--- src/rtl/sdiv_pkg.sv ---
package sdiv_pkg;

  typedef enum logic [1:0] {
    ST_IDLE = 2'd0,
    ST_RUN  = 2'd1,
    ST_DONE = 2'd2
  } sdiv_state_t;

  // Right-shift Galois masks for maximal-length sequences.
  function automatic logic [31:0] lfsr_mask(input int w);
    case (w)
      4:       return 32'h0000_000C;
      5:       return 32'h0000_0014;
      6:       return 32'h0000_0030;
      7:       return 32'h0000_0060;
      9:       return 32'h0000_0110;
      10:      return 32'h0000_0240;
      11:      return 32'h0000_0500;
      12:      return 32'h0000_0E08;
      13:      return 32'h0000_1C80;
      14:      return 32'h0000_3802;
      15:      return 32'h0000_6000;
      16:      return 32'h0000_B400;
      default: return 32'h0000_00B8;
    endcase
  endfunction

endpackage

--- src/rtl/sdiv_lfsr.sv ---
module sdiv_lfsr #(
  parameter int W = 8,
  parameter logic [W-1:0] SEED = 1
) (
  input  logic         clk,
  input  logic         rst_n,
  input  logic         load,
  input  logic         step,
  output logic [W-1:0] rnd
);
  localparam logic [31:0] MASK_FULL = sdiv_pkg::lfsr_mask(W);
  localparam logic [W-1:0] MASK = MASK_FULL[W-1:0];

  logic [W-1:0] st;

  always_ff @(posedge clk) begin
    if (!rst_n)     st <= SEED;
    else if (load)  st <= SEED;
    else if (step)  st <= (st >> 1) ^ (st[0] ? MASK : '0);
  end

  assign rnd = st;

  p_state_nonzero_r2: assert property (@(posedge clk) disable iff (!rst_n)
    st != '0);
endmodule

--- src/rtl/sdiv_sng.sv ---
module sdiv_sng #(
  parameter int W = 8,
  parameter logic [W-1:0] SEED = 1,
  parameter bit REVERSE = 1'b0
) (
  input  logic         clk,
  input  logic         rst_n,
  input  logic         load,
  input  logic         step,
  input  logic [W-1:0] value,
  output logic         bit_o
);
  logic [W-1:0] rnd;
  logic [W-1:0] rnd_used;

  sdiv_lfsr #(.W(W), .SEED(SEED)) u_lfsr (
    .clk(clk), .rst_n(rst_n), .load(load), .step(step), .rnd(rnd)
  );

  generate
    if (REVERSE) begin : g_rev
      for (genvar i = 0; i < W; i++) begin : g_bit
        assign rnd_used[i] = rnd[W-1-i];
      end
    end else begin : g_fwd
      assign rnd_used = rnd;
    end
  endgenerate

  assign bit_o = (value >= rnd_used);
endmodule

--- src/rtl/sdiv_nsadd.sv ---
module sdiv_nsadd #(
  parameter int CW = 4
) (
  input  logic clk,
  input  logic rst_n,
  input  logic clr,
  input  logic en,
  input  logic a_i,
  input  logic b_i,
  output logic y_o
);
  localparam logic [CW-1:0] CMAX = '1;

  logic [CW-1:0] credit;
  logic          has_credit;

  assign has_credit = (credit != '0);
  assign y_o = a_i | b_i | has_credit;

  always_ff @(posedge clk) begin
    if (!rst_n)       credit <= '0;
    else if (clr)     credit <= '0;
    else if (en) begin
      if (a_i && b_i && credit != CMAX)   credit <= credit + 1'b1;
      else if (!a_i && !b_i && has_credit) credit <= credit - 1'b1;
    end
  end

  p_dividend_ones_pass_r3: assert property (@(posedge clk) disable iff (!rst_n)
    (en && a_i) |-> y_o);
endmodule

--- src/rtl/sdiv_feedback.sv ---
module sdiv_feedback #(
  parameter int W = 8,
  parameter int CW = 4,
  parameter int SEED_X = 'h5A,
  parameter int SEED_K = 'hC3
) (
  input  logic         clk,
  input  logic         rst_n,
  input  logic         in_valid,
  output logic         in_ready,
  input  logic [W-1:0] in_dividend,
  input  logic [W-1:0] in_divisor,
  output logic         out_valid,
  input  logic         out_ready,
  output logic [W-1:0] out_quotient,
  output logic         out_range_err
);
  import sdiv_pkg::*;

  localparam logic [W-1:0] QMAX = '1;
  localparam logic [W-1:0] SX = W'(SEED_X);
  localparam logic [W-1:0] SK = W'(SEED_K);

  sdiv_state_t  state;
  logic [W-1:0] x_q, k_q, cyc_cnt, quot_q;
  logic [W:0]   ones_cnt, ones_next;
  logic         err_q, out_q;
  logic         accept, bad_req, step;
  logic         x_bit, k_bit, fb_bit, sum_bit;

  assign in_ready  = (state == ST_IDLE) || ((state == ST_DONE) && out_ready);
  assign accept    = in_valid && in_ready;
  assign bad_req   = (in_divisor == '0) || (in_divisor < in_dividend);
  assign step      = (state == ST_RUN);
  assign out_valid = (state == ST_DONE);
  assign out_quotient  = quot_q;
  assign out_range_err = err_q;

  sdiv_sng #(.W(W), .SEED(SX), .REVERSE(1'b0)) u_sng_x (
    .clk(clk), .rst_n(rst_n), .load(accept), .step(step),
    .value(x_q), .bit_o(x_bit)
  );

  sdiv_sng #(.W(W), .SEED(SK), .REVERSE(1'b1)) u_sng_k (
    .clk(clk), .rst_n(rst_n), .load(accept), .step(step),
    .value(k_q), .bit_o(k_bit)
  );

  // Feedback: previous output kept only where the divisor bit is 0.
  assign fb_bit = out_q & ~k_bit;

  sdiv_nsadd #(.CW(CW)) u_nsadd (
    .clk(clk), .rst_n(rst_n), .clr(accept), .en(step),
    .a_i(x_bit), .b_i(fb_bit), .y_o(sum_bit)
  );

  assign ones_next = ones_cnt + {{W{1'b0}}, sum_bit};

  always_ff @(posedge clk) begin
    if (!rst_n) begin
      state    <= ST_IDLE;
      x_q      <= '0;
      k_q      <= '0;
      cyc_cnt  <= '0;
      ones_cnt <= '0;
      out_q    <= 1'b0;
      quot_q   <= '0;
      err_q    <= 1'b0;
    end else begin
      case (state)
        ST_RUN: begin
          out_q    <= sum_bit;
          ones_cnt <= ones_next;
          cyc_cnt  <= cyc_cnt + 1'b1;
          if (cyc_cnt == QMAX) begin
            quot_q <= (ones_next > {1'b0, QMAX}) ? QMAX : ones_next[W-1:0];
            state  <= ST_DONE;
          end
        end
        default: begin
          if (accept) begin
            x_q      <= in_dividend;
            k_q      <= in_divisor;
            cyc_cnt  <= '0;
            ones_cnt <= '0;
            out_q    <= 1'b0;
            if (bad_req) begin
              err_q  <= 1'b1;
              quot_q <= QMAX;
              state  <= ST_DONE;
            end else begin
              err_q  <= 1'b0;
              state  <= ST_RUN;
            end
          end else if (state == ST_DONE && out_ready) begin
            state <= ST_IDLE;
          end
        end
      endcase
    end
  end

  p_busy_blocks_input_r1: assert property (@(posedge clk) disable iff (!rst_n)
    (state == ST_RUN) |-> !in_ready);

  p_zero_dividend_silent_r5: assert property (@(posedge clk) disable iff (!rst_n)
    (state == ST_RUN && x_q == '0) |-> !sum_bit);

  p_err_saturates_r6: assert property (@(posedge clk) disable iff (!rst_n)
    (out_valid && out_range_err) |-> (out_quotient == QMAX));

  p_result_held_r8: assert property (@(posedge clk) disable iff (!rst_n)
    (out_valid && !out_ready) |=> (out_valid && $stable(out_quotient) && $stable(out_range_err)));
endmodule

--- config.mk ---
export PLATFORM = sky130hd
export DESIGN_NAME = sdiv_feedback
export DESIGN_NICKNAME = d
export VERILOG_FILES = /design/src/rtl/sdiv_pkg.sv /design/src/rtl/sdiv_lfsr.sv /design/src/rtl/sdiv_sng.sv /design/src/rtl/sdiv_nsadd.sv /design/src/rtl/sdiv_feedback.sv
export SDC_FILE = /design/constraint.sdc
export NUM_CORES = 1
export LEC_CHECK = 0
export BUFFER_PORTS_ARGS = -buffer_cell sky130_fd_sc_hd__clkbuf_2
export CORE_MARGIN = 3
export CORE_UTILIZATION = 59
export DETAILED_ROUTE_END_ITERATION = 10
export PLACE_DENSITY_LB_ADDON = 0.1
export SLEW_MARGIN = 40
export SYNTH_ARGS = -nofsm -noshare
export SYNTH_HDL_FRONTEND = slang
export SYNTH_SLANG_ARGS = --single-unit
export TNS_END_PERCENT = 10
--- constraint.sdc ---
create_clock -name clk -period 4.85 [get_ports clk]
set_clock_uncertainty 0.15 [all_clocks]
set_input_delay 1.2125 -clock clk [delete_from_list [all_inputs] [get_ports clk]]
set_output_delay 1.2125 -clock clk [all_outputs]
set_load 0.03 [all_outputs]
==> impl_metrics.json, run 1 <==
{
  "coreArea_um2": 5570,
  "final_nets": 486,
  "grt_pass1_wl_um": 12300,
  "ys_ff_latch": 65,
  "finalSetupViolations": 0,
  "drive_gt1_share_pct": 14.3,
  "final_max_slew_viol_count": 0,
  "p_clk_share_pct": 38.4,
  "synth_cell_type_count": 43,
  "io_buffers": 30,
  "fin_crit_sh_pct": 77.9,
  "initial_core_util_pct": 62.0,
  "startpoint": "u_sng_x.u_lfsr.rnd[2]",
  "min_period_ns": 3.78,
  "ant_nets": 0,
  "grt_max_degree": 48,
  "dp.cells": 498,
  "cts_root_buffer": "clkbuf_8",
  "ios": 31,
  "place_ws_ns": 1.07,
  "avgViaCountPerCell": 5.55,
  "combPwrFrac_pct": 15.9,
  "routed_wl_um": 7150,
  "antenna_cells": 0,
  "drc": 0,
  "start_kind": "flip-flop",
  "switching_share_pct": 27.4,
  "die-area_um2": 6810,
  "drt-initial-drc-count": 165,
  "criticalPathCategory": "reg2reg",
  "p_switching_uw": 350,
  "dp_hpwl_um": 5090,
  "crit_required_ns": 4.92,
  "p_per_area_nw_per_um2": 332,
  "status": "finished, final reports clean",
  "yosysWarningCount": 0,
  "clock_sinks": 65,
  "syn_to_final_growth_pct": 11.3,
  "netlist_instances": 415,
  "crit_fanout": 8,
  "rsz0062_at_grt": "false",
  "p_int_uw": 928,
  "post_cts_buffers": 0,
  "setup_slack_ns": 1.07,
  "cap_violations": 0,
  "grtUsageTotal_pct": 24.0,
  "via_count": 2845,
  "reg2reg_from": "u_sng_x.u_lfsr.rnd[2]",
  "ys_seq_area_share_pct": 37.6,
  "die_x_um": 82.5,
  "antenna_found_initial": 0,
  "worstMarginPinSlew_ns": 0.778,
  "synth_nets": 464,
  "slew_headroom_pct": 48.2,
  "leakagePower_nw": 1.73,
  "worstHoldStart": "u_sng_k.u_lfsr.rnd[3]",
  "critPathArrivalTime_ns": 3.85,
  "hp-class": "reg2reg",
  "grt_overflow_total": 0,
  "cts.repair.resized": 0,
  "dr.pass1.iters": 4,
  "crit_path_end_kind": "flip-flop",
  "num_rows": 27,
  "die_y_um": 82.5,
  "clock_latency_ns": 0.34,
  "irDropWorstVdd_mv": 0.191,
  "path_clk_slew_ns": 0.07,
  "grt_pass1_vias": 2658,
  "final_cells": 513,
  "h-tree-depth": 3,
  "syn_area_um2": 3460,
  "postLayoutCoreUtil_pct": 69.0,
  "cts_max_path_buffers": 2,
  "fin_setup_tns_ns": 0,
  "cts_hold_buf": 0,
  "p_seq_share_pct": 45.7,
  "syn_area_per_cell_um2": 8.33,
  "wl_per_cell_um": 13.9,
  "cts_buffers": 9,
  "cts_tree": "done",
  "hold_viol_final": 0,
  "max_freq_mhz": 265,
  "place.gp.congestion": 0.848
}
per-layer routing:
| layer | vias to the layer above | track usage (%) | routed length, um |
|---|---|---|---|
| met1 | 1296 | 31.3 | 3480 |
| met3 | 5 | 6.51 | 367 |
| met4 | 0 | 7.35 | 76 |
| li1 | 1483 | - | - |
| met2 | 61 | 38.5 | 3220 |
| met5 | - | 0 | 0 |
area by class of cell:
type	instances	area [um^2]
multi-input combinational	298	1960
timing repair buffer	33	173
inverter	30	113
tap	72	90.1
fill	478	1730
clock buffer	13	179
clock inverter	2	35.0
sequential	65	1300
flip-flops by register name, indices dropped and copies added, names as in the netlist:
register and cells:
cyc_cnt 8, k_q 8, ones_cnt 9, out_q 1, out_quotient 8, out_range_err 1
state 2, u_nsadd.credit 4, u_sng_k.u_lfsr.rnd 8, u_sng_x.u_lfsr.rnd 8, x_q 8
power groups by stage:
| stage | Sequential [mW] | Clock [mW] | Combinational, mW |
|---|---|---|---|
| final | 0.584 | 0.490 | 0.204 |
| after floorplan | 0.609 | 0 | 0.131 |
| after detailed placement | 0.596 | 0 | 0.204 |
| after CTS | 0.584 | 0.498 | 0.205 |
| after global placement | 0.594 | 0 | 0.200 |
| after global routing | 0.587 | 0.527 | 0.230 |
Yosys cell counts:
cell type,number,share of area (%)
o21ai_0,13,1.9
and2_1,2,0.36
o2111ai_1,2,0.51
a211oi_2,1,0.36
nand4_1,1,0.18
nor4_1,4,0.72
nand2_1,69,7.5
a21oi_1,13,1.9
nor3_1,4,0.58
nor2b_1,5,0.90
o31ai_1,2,0.43
and4_1,1,0.25
nor2_1,27,2.9
xor2_1,11,2.8
ha_1,28,10
or3b_1,1,0.25
fa_1,1,0.58
nand3_1,19,2.8
o211a_1,2,0.58
or4b_1,1,0.29
mux2i_1,3,0.87
buf_1,4,0.43
or2_2,2,0.36
a211oi_1,7,1.5
inv_1,30,3.3
a21bo_1,1,0.29
nand2b_1,2,0.36
a21o_1,6,1.3
o221a_2,8,2.6
xnor2_1,3,0.76
a31oi_1,2,0.36
o21a_1,3,0.65
or3_1,1,0.18
or3b_2,1,0.25
a22o_1,1,0.25
a21oi_2,3,0.76
buf_2,2,0.29
o211ai_1,11,2.4
a21boi_0,28,6.1
dfxtp_1,65,38
clkbuf_1,16,1.7
and3_1,7,1.3
a211o_1,2,0.51
placed cells by master (no fill, tap or decap), types with 19 or more instances in the layout:
cell	n
nand2_1	69
dfxtp_1	65
inv_1	30
clkbuf_2	30
a21boi_0	28
ha_1	28
nor2_1	27
nand3_1	19
metrics by stage:
stage	cell area (um^2)	power (mW)	hold WS, ns
floorplan	3460	0.740	0.282
finish	3850	1.28	0.316
global route	3850	1.34	0.335
global placement	3630	0.794	0.289
CTS	3850	1.29	0.311
detailed placement	3630	0.800	0.304
worst paths after layout:
check,endpoint,slack [ns],cells past startpoint
hold / removal,u_sng_k.u_lfsr.rnd[2],0.32,2
setup reg to reg,out_quotient[3],1.07,14
hold reg to reg,u_sng_k.u_lfsr.rnd[2],0.32,2
setup / recovery,out_quotient[3],1.07,14
cells by family (layout without fill, tap and decap cells):
| family | Yosys count | count (layout) | synth area share [%] |
|---|---|---|---|
| AND/OR/NAND/NOR | 147 | 147 | 19.1 |
| AO/OA/AOI/OAI | 105 | 105 | 22.4 |
| flip-flops | 65 | 65 | 37.6 |
| buffers and inverters | 52 | 78 | 5.72 |
| adder cells (fa/ha/maj) | 29 | 29 | 10.7 |
| XOR/XNOR | 14 | 14 | 3.55 |
| multiplexers | 3 | 3 | 0.869 |
critical path, stage by stage, from the launching register on:
cell and delay [ns]:
dfxtp_1 0.33, inv_1 0.06, ha_1 0.30, a211oi_1 0.22, o21ai_0 0.14, a211oi_2 0.47
nand3_1 0.14, ha_1 0.22, ha_1 0.23, and3_1 0.24, and3_1 0.24, nand3_1 0.16
xor2_1 0.16, nand3_1 0.25, o221a_2 0.37
Note: power is estimated with default switching activity, not from simulation.
==> run 2, diff against run 1 <==
--- a/config.mk
+++ b/config.mk
@@ -7,7 +7,7 @@
 export LEC_CHECK = 0
 export BUFFER_PORTS_ARGS = -buffer_cell sky130_fd_sc_hd__clkbuf_2
 export CORE_MARGIN = 3
-export CORE_UTILIZATION = 59
+export CORE_UTILIZATION = 54
 export DETAILED_ROUTE_END_ITERATION = 10
 export PLACE_DENSITY_LB_ADDON = 0.1
 export SLEW_MARGIN = 40
==> constraint.sdc (replaced) <==
create_clock -name clk -period 3.2 [get_ports clk]
set_clock_uncertainty 0.15 [all_clocks]
set_input_delay 0.8 -clock clk [delete_from_list [all_inputs] [get_ports clk]]
set_output_delay 0.8 -clock clk [all_outputs]
set_load 0.03 [all_outputs]
==> run 2 against run 1 <==
  * Critical path depth increased by 1
  * Sequential share of layout area decreased by 2.6 points
  * Worst setup slack got worse by 1.0 ns
  * Largest power group unchanged
  * Combinational power increased by 66%
  * Cell area increased by 8.6%
  * Die area increased by 8.6%
  * Hold slack got worse by 0.011 ns
  * Clock power increased by 46%
  * Fmax increased by 19%
==> impl_metrics.json, run 2 (synthesis gave the netlist of run 1 again) <==
{
  "die_y_um": 86.0,
  "coreArea_um2": 6060,
  "drive_gt1_share_pct": 22.9,
  "cts_tree": "done",
  "grtUsageTotal_pct": 22.7,
  "reg2reg_from": "k_q[0]",
  "hp-class": "reg2reg",
  "cts_hold_buf": 0,
  "grt_pass1_wl_um": 13300,
  "slowest_delay_ns": 0.36,
  "final_nets": 512,
  "cp_cell_sequence": "inv_2, ha_4, or3b_1, o2111ai_1, a31oi_1, or2_4, nand3_4, ha_4, ha_4, and3_4, and3_4, nand3_4, xor2_2, nand3_4, o221a_4",
  "grt_overflow_total": 0,
  "irDropWorstVdd_mv": 0.367,
  "initial_core_util_pct": 57.0,
  "cts_root_buffer": "clkbuf_8",
  "min_period_ns": 3.17,
  "dr.pass1.iters": 4,
  "final_max_slew_viol_count": 0,
  "dp_hpwl_um": 5260,
  "regMostFlops": "ones_cnt",
  "final_cell_mix": "69 x nand2_1, 62 x dfxtp_1, 30 x clkbuf_2",
  "r2r_slack_ns": 0.03,
  "hold_viol_final": 0,
  "io_buffers": 30,
  "status": "finished, final reports clean",
  "grt_max_degree": 46,
  "die-area_um2": 7400,
  "worstMarginPinSlew_ns": 0.644,
  "hold_depth": 2,
  "via_count": 2971,
  "start_kind": "flip-flop",
  "min_to": "u_sng_x.u_lfsr.rnd[2]",
  "path_clk_slew_ns": 0.07,
  "cap_violations": 0,
  "critical-path-top-delay-family": "simple AND/OR/NAND/NOR gates",
  "totalPowerFinal_mw": 1.94,
  "p_per_area_nw_per_um2": 464,
  "rsz0062_at_grt": "true",
  "crit_required_ns": 3.29,
  "max_freq_mhz": 315,
  "crit_buf_inv": 1,
  "avgViaCountPerCell": 5.47,
  "clock_sinks": 65,
  "syn_to_final_growth_pct": 20.8,
  "clock_latency_ns": 0.35,
  "crit_fanout": 8,
  "cp_slowest_cell": "or3b_1",
  "critPathArrivalTime_ns": 3.26,
  "drc": 0,
  "post_dp_cell_area_um2": 3800,
  "worstHoldStart": "u_sng_x.u_lfsr.rnd[2]",
  "ios": 31,
  "drt-initial-drc-count": 168,
  "die_x_um": 86.0,
  "criticalPathCategory": "reg2reg",
  "ant_nets": 0,
  "crit_path_end_kind": "flip-flop",
  "place.gp.congestion": 0.829,
  "antenna_cells": 0,
  "finalSetupViolations": 0,
  "reg2reg_to": "out_quotient[3]",
  "cts_buffers": 9,
  "wl_per_cell_um": 14.0,
  "h-tree-depth": 3,
  "antenna_found_initial": 0,
  "design_area_um2": 4180,
  "grt_pass1_vias": 2837,
  "slew_headroom_pct": 57.1,
  "leakagePower_nw": 1.85,
  "rr_worst_depth": 15,
  "cts_max_path_buffers": 2,
  "fin_crit_sh_pct": 99.1,
  "num_rows": 28,
  "layout_commonest_cell": "nand2_1",
  "largest_reg_flops": 9,
  "routed_wl_um": 7620
}
[run 2: timing repair]
item                                    4_1_cts  5_1_grt
endpoints found under the setup margin        8       12
buffers inserted                              6        5
pin swaps                                     6        9
gates resized for setup                       0       15
[run 2: how the worst max path moves through the flow]
stage                          startpoint         endpoint  slack [ns]  cells past startpoint
detailed placement                 k_q[0]  out_quotient[1]       -0.08                     15
CTS                                k_q[0]  out_quotient[0]       0.007                     15
finish                             k_q[0]  out_quotient[3]        0.03                     15
global placement                   k_q[0]  out_quotient[1]      -0.003                     15
floorplan                          k_q[0]  out_quotient[1]       0.008                     15
global route        u_sng_k.u_lfsr.rnd[7]  out_quotient[3]       -0.11                     14
[run 2: per-stage QoR]
stage	setup WS (ns)	TNS [ns]	utilization, %	hold WS (ns)	std cells
CTS	0.00651	0	66.9	0.310	538
global placement	-0.00337	-0.00337	62.8	0.296	516
finish	0.0287	0	68.9	0.306	543
global route	-0.108	-0.671	68.9	0.338	543
detailed placement	-0.0760	-0.308	62.8	0.300	516
floorplan	0.00760	0	-	0.282	415
[run 2: area by class of cell]
class	instances	area (um^2)
clock buffers	12	155
clock inverters	4	51.3
fillers	481	1880
inverters	30	113
multi-input cells	298	2090
flip-flops and latches	65	1310
well taps	75	93.8
repair buffers	59	368
[run 2: power by group]
group	switching, mW	internal (mW)
Combinational	0.205	0.133
Sequential	0.0317	0.854
Clock	0.314	0.402
Total	0.551	1.39
[run 2: worst reg2reg max path, stage by stage (launching register included)]
cell,delay [ns]
dfxtp_2,0.34
inv_2,0.04
ha_4,0.19
or3b_1,0.36
o2111ai_1,0.08
a31oi_1,0.13
or2_4,0.28
nand3_4,0.09
ha_4,0.15
ha_4,0.13
and3_4,0.18
and3_4,0.20
nand3_4,0.09
xor2_2,0.20
nand3_4,0.14
o221a_4,0.31
[run 2: layer usage]
metal  share of wire [%]  routed length (um)  track usage (%)  vias up
met1                  50                3830             31.7     1365
li1                    -                   -                -     1539
met3                 4.9                 373             7.49        5
met5                   0                   0                0        -
met4                0.72                  55             5.61        0
met2                  44                3360             33.6       62
